**config.mk**
```make
export PLATFORM = sky130hd
export DESIGN_NAME = regx_port
export DESIGN_NICKNAME = d
export VERILOG_FILES = /design/src/rtl/regx_pkg.sv /design/src/rtl/regx_addr_ctr.sv /design/src/rtl/regx_ctrl.sv /design/src/rtl/regx_port.sv
export SDC_FILE = /design/constraint.sdc
export NUM_CORES = 1
export LEC_CHECK = 0
export ABC_AREA = 1
export BUFFER_PORTS_ARGS = -buffer_cell sky130_fd_sc_hd__clkbuf_2
export CAP_MARGIN = 20
export CORE_MARGIN = 2
export CORE_UTILIZATION = 37
export DETAILED_ROUTE_END_ITERATION = 10
export GPL_ROUTABILITY_DRIVEN = 0
export PLACE_DENSITY_LB_ADDON = 0.05
export SYNTH_ARGS = -nofsm -noshare
export SYNTH_HDL_FRONTEND = slang
export SYNTH_SLANG_ARGS = --single-unit
```
**constraint.sdc**
```tcl
create_clock -name clk -period 4.4 [get_ports clk]
set_input_delay 1.1 -clock clk [delete_from_list [all_inputs] [get_ports clk]]
set_output_delay 1.1 -clock clk [all_outputs]
set_load 0.03 [all_outputs]
```
**src/rtl/regx_pkg.sv**
```systemverilog
package regx_pkg;
    typedef enum logic [1:0] {
        OP_SETADDR = 2'd0,
        OP_WRITE   = 2'd1,
        OP_READ    = 2'd2,
        OP_SETBANK = 2'd3
    } regx_op_e;

    typedef enum logic [1:0] {
        ST_IDLE  = 2'd0,
        ST_WRITE = 2'd1,
        ST_READ  = 2'd2
    } regx_state_e;
endpackage

```
**src/rtl/regx_addr_ctr.sv**
```systemverilog
module regx_addr_ctr #(
    parameter int ADDR_W   = 16,
    parameter int BANK_BIT = 11
) (
    input  logic              clk,
    input  logic              rst_n,
    input  logic              load,
    input  logic [ADDR_W-1:0] load_val,
    input  logic              use_bank,
    input  logic              bank_load,
    input  logic              bank_val,
    input  logic              step,
    output logic [ADDR_W-1:0] addr
);
    localparam logic [ADDR_W-1:0] ONE       = {{(ADDR_W-1){1'b0}}, 1'b1};
    localparam logic [ADDR_W-1:0] BANK_MASK = ONE << BANK_BIT;

    logic bank_q;

    // bank bit, ORed into the address only on a banked load
    always_ff @(posedge clk or negedge rst_n) begin
        if (!rst_n) begin
            bank_q <= 1'b0;
        end else if (bank_load) begin
            bank_q <= bank_val;
        end
    end

    // address counter; the step wraps modulo 2^ADDR_W
    always_ff @(posedge clk or negedge rst_n) begin
        if (!rst_n) begin
            addr <= '0;
        end else if (load) begin
            addr <= load_val | ((use_bank && bank_q) ? BANK_MASK : '0);
        end else if (step) begin
            addr <= addr + ONE;
        end
    end
endmodule

```
**src/rtl/regx_ctrl.sv**
```systemverilog
module regx_ctrl
    import regx_pkg::*;
(
    input  logic clk,
    input  logic rst_n,
    input  logic cmd_valid,
    input  logic [1:0] cmd_op,
    input  logic bus_ready,
    output logic cmd_ready,
    output logic bus_valid,
    output logic bus_we,
    output logic addr_load,
    output logic bank_load,
    output logic data_latch,
    output logic step,
    output logic rsp_cap
);
    regx_state_e state, state_nx;
    regx_op_e    op;

    assign op = regx_op_e'(cmd_op);

    always_ff @(posedge clk or negedge rst_n) begin
        if (!rst_n) begin
            state <= ST_IDLE;
        end else begin
            state <= state_nx;
        end
    end

    always_comb begin
        state_nx   = state;
        cmd_ready  = 1'b0;
        bus_valid  = 1'b0;
        bus_we     = 1'b0;
        addr_load  = 1'b0;
        bank_load  = 1'b0;
        data_latch = 1'b0;
        step       = 1'b0;
        rsp_cap    = 1'b0;
        unique case (state)
            ST_IDLE: begin
                cmd_ready = 1'b1;
                if (cmd_valid) begin
                    unique case (op)
                        OP_SETADDR: addr_load = 1'b1;
                        OP_SETBANK: bank_load = 1'b1;
                        OP_WRITE: begin
                            data_latch = 1'b1;
                            state_nx   = ST_WRITE;
                        end
                        OP_READ: state_nx = ST_READ;
                        default: state_nx = ST_IDLE;
                    endcase
                end
            end
            ST_WRITE: begin
                bus_valid = 1'b1;
                bus_we    = 1'b1;
                if (bus_ready) begin
                    step     = 1'b1;
                    state_nx = ST_IDLE;
                end
            end
            ST_READ: begin
                bus_valid = 1'b1;
                if (bus_ready) begin
                    step     = 1'b1;
                    rsp_cap  = 1'b1;
                    state_nx = ST_IDLE;
                end
            end
            default: state_nx = ST_IDLE;
        endcase
    end
endmodule

```
**src/rtl/regx_port.sv**
```systemverilog
module regx_port #(
    parameter int ADDR_W   = 16,
    parameter int DATA_W   = 32,
    parameter int BANK_BIT = 11
) (
    input  logic              clk,
    input  logic              rst_n,
    input  logic              cmd_valid,
    output logic              cmd_ready,
    input  logic [1:0]        cmd_op,
    input  logic [DATA_W-1:0] cmd_wdata,
    output logic [ADDR_W-1:0] reg_addr,
    output logic              bus_valid,
    output logic              bus_we,
    output logic [DATA_W-1:0] bus_wdata,
    input  logic              bus_ready,
    input  logic [DATA_W-1:0] bus_rdata,
    output logic              rsp_valid,
    output logic [DATA_W-1:0] rsp_data
);
    localparam int FLAG_BIT = ADDR_W;

    logic addr_load, bank_load, data_latch, step, rsp_cap;

    regx_ctrl u_ctrl (
        .clk        (clk),
        .rst_n      (rst_n),
        .cmd_valid  (cmd_valid),
        .cmd_op     (cmd_op),
        .bus_ready  (bus_ready),
        .cmd_ready  (cmd_ready),
        .bus_valid  (bus_valid),
        .bus_we     (bus_we),
        .addr_load  (addr_load),
        .bank_load  (bank_load),
        .data_latch (data_latch),
        .step       (step),
        .rsp_cap    (rsp_cap)
    );

    regx_addr_ctr #(.ADDR_W(ADDR_W), .BANK_BIT(BANK_BIT)) u_addr (
        .clk       (clk),
        .rst_n     (rst_n),
        .load      (addr_load),
        .load_val  (cmd_wdata[ADDR_W-1:0]),
        .use_bank  (cmd_wdata[FLAG_BIT]),
        .bank_load (bank_load),
        .bank_val  (cmd_wdata[0]),
        .step      (step),
        .addr      (reg_addr)
    );

    always_ff @(posedge clk or negedge rst_n) begin
        if (!rst_n) begin
            bus_wdata <= '0;
        end else if (data_latch) begin
            bus_wdata <= cmd_wdata;
        end
    end

    always_ff @(posedge clk or negedge rst_n) begin
        if (!rst_n) begin
            rsp_valid <= 1'b0;
            rsp_data  <= '0;
        end else begin
            rsp_valid <= rsp_cap;
            if (rsp_cap) begin
                rsp_data <= bus_rdata;
            end
        end
    end
endmodule

```
==> results of run 1 <==
[cells in the mapped netlist, drive strengths merged]
library cell / count / area share (%)
nor2: 16 / 1.7
mux2: 20 / 6.0
o21bai: 4 / 0.80
nand2: 155 / 16
o211ai: 2 / 0.40
xor2: 5 / 1.2
a21oi: 5 / 0.67
nand4: 3 / 0.50
clkbuf: 5 / 0.50
ha: 8 / 2.7
buf: 7 / 1.3
dfrtp: 84 / 56
nand3b: 2 / 0.40
o21ai: 18 / 2.4
o22ai: 9 / 1.5
or2: 1 / 0.17
o221ai: 1 / 0.23
inv: 47 / 4.7
nand3: 22 / 3.4
[metal layers]
layer,track usage (%),wire (µm),part of all wire [%]
met1,25.3,4420,48
met2,25.9,4030,44
met3,4.37,643,7.0
met4,6.29,146,1.6
met5,0,0,0
[area by class of cell]
type                    instances  area [µm²]
clock buffers                  11         141
clock inverters                 5        85.1
fillers                      1036        4930
inverters                      47         176
multi-input cells             271        1410
flip-flops and latches         84        2100
well taps                     133         166
repair buffers                155         803
[cell families after synthesis]
kind of cell,count (synthesis)
AOI/OAI and AO/OA,39
xor gates and xnor gates,5
adders and majority gates,8
buffers and inverters,59
DFF,84
muxes,20
and+or+nand+nor,199
[stage by stage]
stage | setup slack, ns | utilization, % | cells | hold WS [ns]
5_1_grt | 1.78 | 49.8 | 706 | 0.505
6_report | 1.84 | 49.8 | 706 | 0.482
3_3_place_gp | 1.85 | 47.2 | 689 | 0.462
3_5_place_dp | 1.82 | 47.2 | 689 | 0.465
4_1_cts | 1.83 | 49.5 | 705 | 0.488
2_1_floorplan | 2.37 | - | 414 | 0.453
[worst paths after layout]
path / from / endpoint / slack [ns] / cells after the start
setup / recovery: u_ctrl.state[0] / cmd_ready / 1.84 / 3
hold / removal: rsp_data[25] / rsp_data[25] / 0.48 / 2
setup reg to reg: u_ctrl.state[0] / u_addr.addr[1] / 2.41 / 7
hold reg to reg: rsp_data[25] / rsp_data[25] / 0.48 / 2
max in group asynchronous: rst_n / bus_wdata[25] / 3.09 / 2
min in group asynchronous: rst_n / bus_wdata[15] / 0.70 / 1
[worst max-delay path: cells and delay by family (launching register included)]
kind       cells  cell delay, ns
buf+inv        2            0.37
fa+ha+maj      1            0.36
flops          1            0.38
[registers in the layout (all words and copies together), names as in the netlist]
register	flops
u_addr.bank_q	1
bus_wdata	32
u_ctrl.state	2
rsp_data	32
u_addr.addr	16
rsp_valid	1
[power by group through the flow]
| stage | Clock, W | Sequential (W) | Combinational [W] |
|---|---|---|---|
| after global routing | 0.000682 | 0.00145 | 0.00207 |
| final | 0.000625 | 0.00139 | 0.00190 |
| after floorplan | 0 | 0.00209 | 0.000631 |
| after CTS | 0.000646 | 0.00140 | 0.00192 |
| after detailed placement | 0 | 0.00141 | 0.00192 |
| after global placement | 0 | 0.00140 | 0.00190 |
==> results.yml, run 1 <==
clock_network:
  root_buffer: "clkbuf_8"
  cts_tree: "built"
  cts_buffers: 9
  htreeDepth: 3
  holdBufCountCts: 0
  post_cts_resized: 0
  clk_latency_ns: 0.36
  clockBufferDepth: 2
  clk_pin_slew_ns: 0.09
  clkSinkCount: 84
  cts_setup_buffers: 0
timing:
  period_minus_slack_ns: 2.56
  final_max_slew_viol_count: 0
  fin_skew_ns: 0.0201
  rsz0062_at_grt: "no"
  finalCritPeriodShare_pct: 58.3
  worst_pin_slew_ns: 0.975
  finalSetupTns_ns: 0
  fmax_mhz: 390
  slew_headroom_pct: 34.9
  hold_viol: 0
  setup_viol: 0
synthesis:
  synth_seq_area_share_pct: 55.9
  syn_area_um2: 3760
  synth-compound-area-share_pct: 5.99
  synthMuxAreaShare_pct: 5.99
  yosysUniqueCellTypes: 27
  synth-simple-area-share_pct: 21.7
  avgSynthCellArea_um2: 9.08
  ys_warn_count: 0
  synth-xor-area-share_pct: 1.17
  synth_seq_cells: 84
  syn-num-nets: 492
  synthAdderAreaFrac_pct: 2.66
  netlist_instances: 414
  synth_top_family_by_area: "simple AND/OR/NAND/NOR gates"
layout:
  area_growth_pct: 30.0
  final_cell_mix: "nand2_1, clkbuf_2, dfrtp_1, inv_1, nand3_1"
  mostFrequentLayoutCell: "nand2_1"
  diodes: 0
  drive_above_1_share_pct: 34.2
  final_area_um2: 4890
  nets: 646
route:
  ant_nets: 0
  drc: 0
  firstDrtPassIters: 4
  routedWlPerCell_um: 13.1
  drt_iter0_markers: 148
  routed_wl_um: 9230
  num_vias: 3186
  via_per_inst: 4.51
global_route:
  overflow: 0
  grt_usage_pct: 17.6
  grt_antenna_before_repair: 0
  grt_pass1_wl_um: 15400
  grt_pass1_vias: 3069
  grt_start_max_net_pins: 85
floorplan:
  dieWidth_um: 105
  num_io_pins: 154
  rows: 36
  fp.dieArea_um2: 11000
  dieHeight_um: 105
  core_um2: 9820
  initial_core_util_pct: 38.3
setup_path:
  slowest_delay_ns: 0.38
  crit_slowest_cell: "dfrtp_1"
  startpoint_type: "register"
  path_max_fanout: 7
  end_kind: "output port"
  worstSetupPathType: "reg -> out"
  path_cells: "inv_1 -> ha_1 -> clkbuf_2"
  crit_arrival_ns: 1.46
  crit_required_ns: 3.30
status:
  status: "completed"
flow_run:
  cap_viol_max_count: 0
min_path:
  hp-class: "reg -> reg"
pwr:
  peakVddDrop_v: 0.000393
  power_switching_w: 0.00187
  finalPower_w: 0.00392
  sw_frac_of_total_pct: 47.7
  clkPwrFrac_pct: 15.9
  p_per_area_nw_per_um2: 802
  p_int_w: 0.00205
  comb_power_share_pct: 48.5
  seq_power_share_pct: 35.6
  leakage_nw: 2.74
place:
  placed_cell_area_um2: 4630
  dp_hpwl_um: 6700
  port_buffers: 153
(Power assumes the default switching activity.)
==> run 2: changes to the inputs <==
ABC_AREA = 0   (was 1)
clock period = 2.3 ns   (was 4.4 ns; I/O delays follow)
==> run 2 against run 1 <==
Net effect:
- power rose by 80%
- sequential power up 91%
- clock skew fell by 0.0088 ns
- critical endpoint unchanged
- synthesized cell count is 37% lower
- non-clock buffer count rose by 3
- sequential cell count is the same
- cell area decreased by 5.1%
- final cell count shrank 22%
- combinational power up 78%
- die area shrank 6.1%
- setup slack lost 1.5 ns
==> results.yml, run 2 <==
floorplan:
  fp.dieArea_um2: 10300
  dieWidth_um: 102
  rows: 35
  num_io_pins: 154
  core_um2: 9240
  initial_core_util_pct: 38.1
  dieHeight_um: 102
status:
  status: "completed"
setup_path:
  critPathLaunch: "u_ctrl.state[0]"
  path_cells: "inv_1 -> ha_1 -> clkbuf_2"
  worst-path-buf-inv: 2
  crit_required_ns: 1.73
  worst_r2r_endpoint: "u_addr.addr[11]"
  startpoint_type: "register"
  path_max_fanout: 8
  rr_worst_depth: 6
  worstSetupPathType: "reg -> out"
  r2r_slack_ns: 0.33
  end_kind: "output port"
  path_depth: 3
  crit_arrival_ns: 1.41
  crit_slowest_cell: "dfrtp_1"
  crit_family: "flip-flops"
  slowest_delay_ns: 0.39
  crit_end: "cmd_ready"
  timing.rr.start: "u_ctrl.state[0]"
synthesis:
  yosysUniqueCellTypes: 29
  netlist_instances: 262
  synth-simple-area-share_pct: 8.21
  synth_top_family_by_area: "multiplexers"
  async_flop_share_pct: 100
  yosysTopAreaCell: "dfrtp_1"
  synthMuxAreaShare_pct: 21.1
  synthAdderAreaFrac_pct: 2.84
  synthTopCellsByCount: "dfrtp_1, mux2_2, nand2_1"
  synth_seq_area_share_pct: 59.7
  syn-num-nets: 340
  synthFlopType: "dfrtp_1"
  syn_area_um2: 3520
  synth-compound-area-share_pct: 3.73
  yosysMostFrequentCell: "dfrtp_1"
  synth_seq_cells: 84
  synth-xor-area-share_pct: 2.49
  ys_warn_count: 0
  avgSynthCellArea_um2: 13.4
  synth_edf_count: 0
  synth_top_area_share_pct: 59.7
  synth_area_leaders: "dfrtp_1, mux2_2, ha_1"
route:
  routed-wl-met3_um: 541
  via_per_inst: 4.66
  highest_layer: "met4"
  routed-wl-met2_um: 3710
  drc: 0
  firstDrtPassIters: 4
  num_vias: 2574
  wl_met1_um: 3430
  routed_wl_um: 7770
  routedWlPerCell_um: 14.1
  drt_iter0_markers: 68
  ant_nets: 0
clock_network:
  clk_latency_ns: 0.35
  clk_pin_slew_ns: 0.09
  post_cts_resized: 0
  cts_setup_buffers: 0
  clockBufferDepth: 2
  clkSinkCount: 84
  cts_tree: "built"
  holdBufCountCts: 0
  htreeDepth: 3
  root_buffer: "clkbuf_8"
  cts_buffers: 9
global_route:
  overflow: 0
  grt_pass1_wl_um: 12400
  grt_usage_pct: 15.6
  grt_antenna_before_repair: 0
  grt_start_max_net_pins: 44
  grt_pass1_vias: 2512
timing:
  rsz0062_at_grt: "no"
  finalCritPeriodShare_pct: 86.5
  slew_headroom_pct: 61.1
  finalSetupTns_ns: 0
  setup_viol: 0
  final_max_slew_viol_count: 0
  whs_ns: 0.213
  fmax_mhz: 503
  worst_pin_slew_ns: 0.584
  hold_viol: 0
  period_minus_slack_ns: 1.99
  fin_skew_ns: 0.0113
  setup_slack_ns: 0.311
min_path:
  hp-class: "in -> async"
pwr:
  leakage_nw: 2.29
  finalPower_w: 0.00703
  peakVddDrop_v: 0.000639
  p_per_area_nw_per_um2: 1520
place:
  dp_hpwl_um: 5860
  port_buffers: 153
  dp_slack_ns: 0.289
layout:
  mostFrequentLayoutCell: "clkbuf_2"
  drive_above_1_share_pct: 57.4
  diodes: 0
  largestRegisters: "bus_wdata (32), rsp_data (32), u_addr.addr (16)"
  nets: 498
  final_cell_mix: "clkbuf_2, dfrtp_1, mux2_2, nand2_1, o21ai_0"
  area_growth_pct: 31.8
  multiInputGateArea_um2: 1360
  regArea_um2: 2100
  fillers: 867
flow_run:
  cap_viol_max_count: 0
-- run 2: changes by cell type after synthesis, sizes merged, moves of 4 or more --
| cell | previous run | this run |
|---|---|---|
| o22ai | 9 | 0 |
| o21bai | 4 | 0 |
| nand2 | 155 | 20 |
| nor2 | 16 | 3 |
| or3 | 0 | 6 |
| nand3 | 22 | 9 |
| mux2 | 20 | 65 |
| inv | 47 | 6 |
-- run 2: worst min-delay path by stage --
stage                              from            end
after CTS                         rst_n    rsp_data[5]
after floorplan                   rst_n   bus_wdata[0]
after detailed placement  bus_wdata[22]  bus_wdata[22]
after global routing              rst_n    rsp_data[5]
after global placement     rsp_data[16]   rsp_data[16]
final                             rst_n    rsp_data[5]
-- run 2: cells by family (layout without fill, tap and decap cells) --
logic type      Yosys count  count (layout)
mux                      66              66
buf+inv                  17             178
xor+xnor                 10              10
flops                    84              84
fa+ha+maj                 8               8
compound gates           24              24
simple gates             53              53
-- run 2: area by class of cell --
class / count / area share (%)
Sequential cell: 84 / 45.3
Multi-Input combinational cell: 161 / 29.2
Timing Repair Buffer: 158 / 17.6
Tap cell: 129 / 3.48
Clock buffer: 9 / 2.67
Clock inverter: 5 / 1.19
Inverter: 6 / 0.486
-- run 2: report_power, final --
part	switching, W	total [W]	internal [W]	leakage (nW)
combinational	0.00224	0.00338	0.00114	1.19
clock	0.000506	0.000992	0.000486	0.0870
sequential	0.000459	0.00266	0.00220	1.01
total	0.00320	0.00703	0.00383	2.29
-- run 2: stage by stage --
stage,util [%],std cells,instance area (µm²)
3_5_place_dp,48.3,538,4460
2_1_floorplan,-,262,3520
4_1_cts,50.2,552,4640
3_3_place_gp,48.3,538,4460
5_1_grt,50.2,552,4640
6_report,50.2,552,4640
-- run 2: metal layers --
layer | global-route usage, % | vias to the layer above
met5 | 0 | -
met1 | 20.6 | 1225
met2 | 24.4 | 103
met3 | 5.31 | 9
met4 | 4.68 | 0
li1 | - | 1237
==> run 3: changes to the inputs <==
RECOVER_POWER = 25   (was not set)
==> run 3 against run 2 <==
Net effect:
- setup slack hardly changed
- sequential cell count stayed put
- combinational power hardly changed
- register-to-register slack hardly changed
- clock power hardly changed
- sequential share of layout area is 0.073 points higher
- power hardly changed
- global-route usage stayed put
- final cell count stayed put
- clock skew hardly changed
- utilization is 0.081 points lower
- highest routed layer unchanged
==> results.yml, run 3 (synthesized netlist as in run 2, its figures left out) <==
clock_network:
  cts_buffers: 9
  clk_pin_slew_ns: 0.09
  post_cts_resized: 0
  htreeDepth: 3
  holdBufCountCts: 0
  clk_latency_ns: 0.35
  clkSinkCount: 84
  root_buffer: "clkbuf_8"
  cts_setup_buffers: 0
  cts_tree: "built"
  clockBufferDepth: 2
pwr:
  peakVddDrop_v: 0.000640
  p_per_area_nw_per_um2: 1520
  p_int_w: 0.00383
  sw_frac_of_total_pct: 45.6
  clkPwrFrac_pct: 14.1
  seq_power_share_pct: 37.8
  leakage_nw: 2.29
  power_switching_w: 0.00320
  comb_power_share_pct: 48.1
route:
  via_per_inst: 4.66
  firstDrtPassIters: 4
  drc: 0
  num_vias: 2574
  drt_iter0_markers: 71
  routed_wl_um: 7770
  routedWlPerCell_um: 14.1
  ant_nets: 0
layout:
  diodes: 0
  nets: 498
  drive_above_1_share_pct: 57.4
  largestRegisters: "bus_wdata (32), rsp_data (32), u_addr.addr (16)"
  area_growth_pct: 31.6
  final_cell_mix: "clkbuf_2, dfrtp_1, mux2_2, nand2_1, o21ai_0"
  mostFrequentLayoutCell: "clkbuf_2"
  stdcell_count: 552
setup_path:
  crit_required_ns: 1.73
  startpoint_type: "register"
  end_kind: "output port"
  worstSetupPathType: "reg -> out"
  crit_arrival_ns: 1.41
  path_max_fanout: 8
floorplan:
  core_um2: 9240
  num_io_pins: 154
  dieHeight_um: 102
  rows: 35
  dieWidth_um: 102
  fp.dieArea_um2: 10300
  initial_core_util_pct: 38.1
timing:
  fmax_mhz: 503
  period_minus_slack_ns: 1.99
  worst_pin_slew_ns: 1.13
  fin_skew_ns: 0.0113
  final_max_slew_viol_count: 0
  slew_headroom_pct: 24.8
  finalSetupTns_ns: 0
  finalCritPeriodShare_pct: 86.5
  rsz0062_at_grt: "no"
  setup_viol: 0
  hold_viol: 0
flow_run:
  cap_viol_max_count: 0
global_route:
  grt_pass1_vias: 2512
  grt_pass1_wl_um: 12400
  grt_antenna_before_repair: 0
  grt_start_max_net_pins: 44
  grt_usage_pct: 15.6
  overflow: 0
place:
  place_inst: 538
  dp_hpwl_um: 5860
  port_buffers: 153
min_path:
  hp-class: "in -> async"
status:
  status: "completed"
[run 3: changes by cell type in the layout (fill, tap and decap cells not counted), sizes merged]
cell	before	now
clkbuf	161	164
buf	6	3
[run 3: worst paths after layout]
| kind | start | to | slack (ns) | cells after the start |
|---|---|---|---|---|
| min in group clk | cmd_wdata[12] | u_addr.addr[12] | 0.44 | 3 |
| hold / removal | rst_n | rsp_data[5] | 0.43 | 1 |
| hold reg to reg | rsp_data[4] | rsp_data[4] | 0.51 | 1 |
| max in group asynchronous | rst_n | u_addr.addr[14] | 0.69 | 2 |
| setup reg to reg | u_ctrl.state[0] | u_addr.addr[11] | 0.33 | 6 |
| setup / recovery | u_ctrl.state[0] | cmd_ready | 0.31 | 3 |
[run 3: routing by layer]
metal | up-vias | track usage, % | routed length (µm)
li1 | 1237 | - | -
met1 | 1225 | 20.6 | 3430
met2 | 103 | 24.4 | 3710
met3 | 9 | 5.31 | 541
met4 | 0 | 4.68 | 87
met5 | - | 0 | 0
[run 3: cell type report]
class / instances / area, µm²
Timing Repair Buffer: 158 / 811
Inverter: 6 / 22.5
Multi-Input combinational cell: 161 / 1360
Clock buffer: 9 / 124
Tap cell: 129 / 161
Clock inverter: 5 / 55.1
Sequential cell: 84 / 2100
Fill cell: 868 / 4610
[run 3: worst max-delay path, cell delays in order (launching register included)]
cell and delay, ns:
dfrtp_1 0.39, inv_1 0.10, ha_1 0.31, clkbuf_2 0.27
[run 3: power groups by stage]
stage / Sequential, W / Clock (W) / Combinational (W)
2_1_floorplan: 0.00407 / 0 / 0.000959
3_3_place_gp: 0.00267 / 0 / 0.00340
3_5_place_dp: 0.00270 / 0 / 0.00343
4_1_cts: 0.00267 / 0.00103 / 0.00344
5_1_grt: 0.00277 / 0.00111 / 0.00362
6_report: 0.00266 / 0.000991 / 0.00338
[run 3: stage by stage]
stage / hold slack [ns] / utilization (%) / cell area [µm²] / power (W) / setup WS [ns]
floorplan: 0.279 / - / 3520 / 0.00503 / 0.331
global placement: 0.487 / 48.3 / 4460 / 0.00607 / 0.346
detailed placement: 0.492 / 48.3 / 4460 / 0.00613 / 0.289
CTS: 0.238 / 50.2 / 4640 / 0.00714 / 0.295
global route: 0.426 / 50.1 / 4630 / 0.00750 / 0.165
finish: 0.427 / 50.1 / 4630 / 0.00703 / 0.311
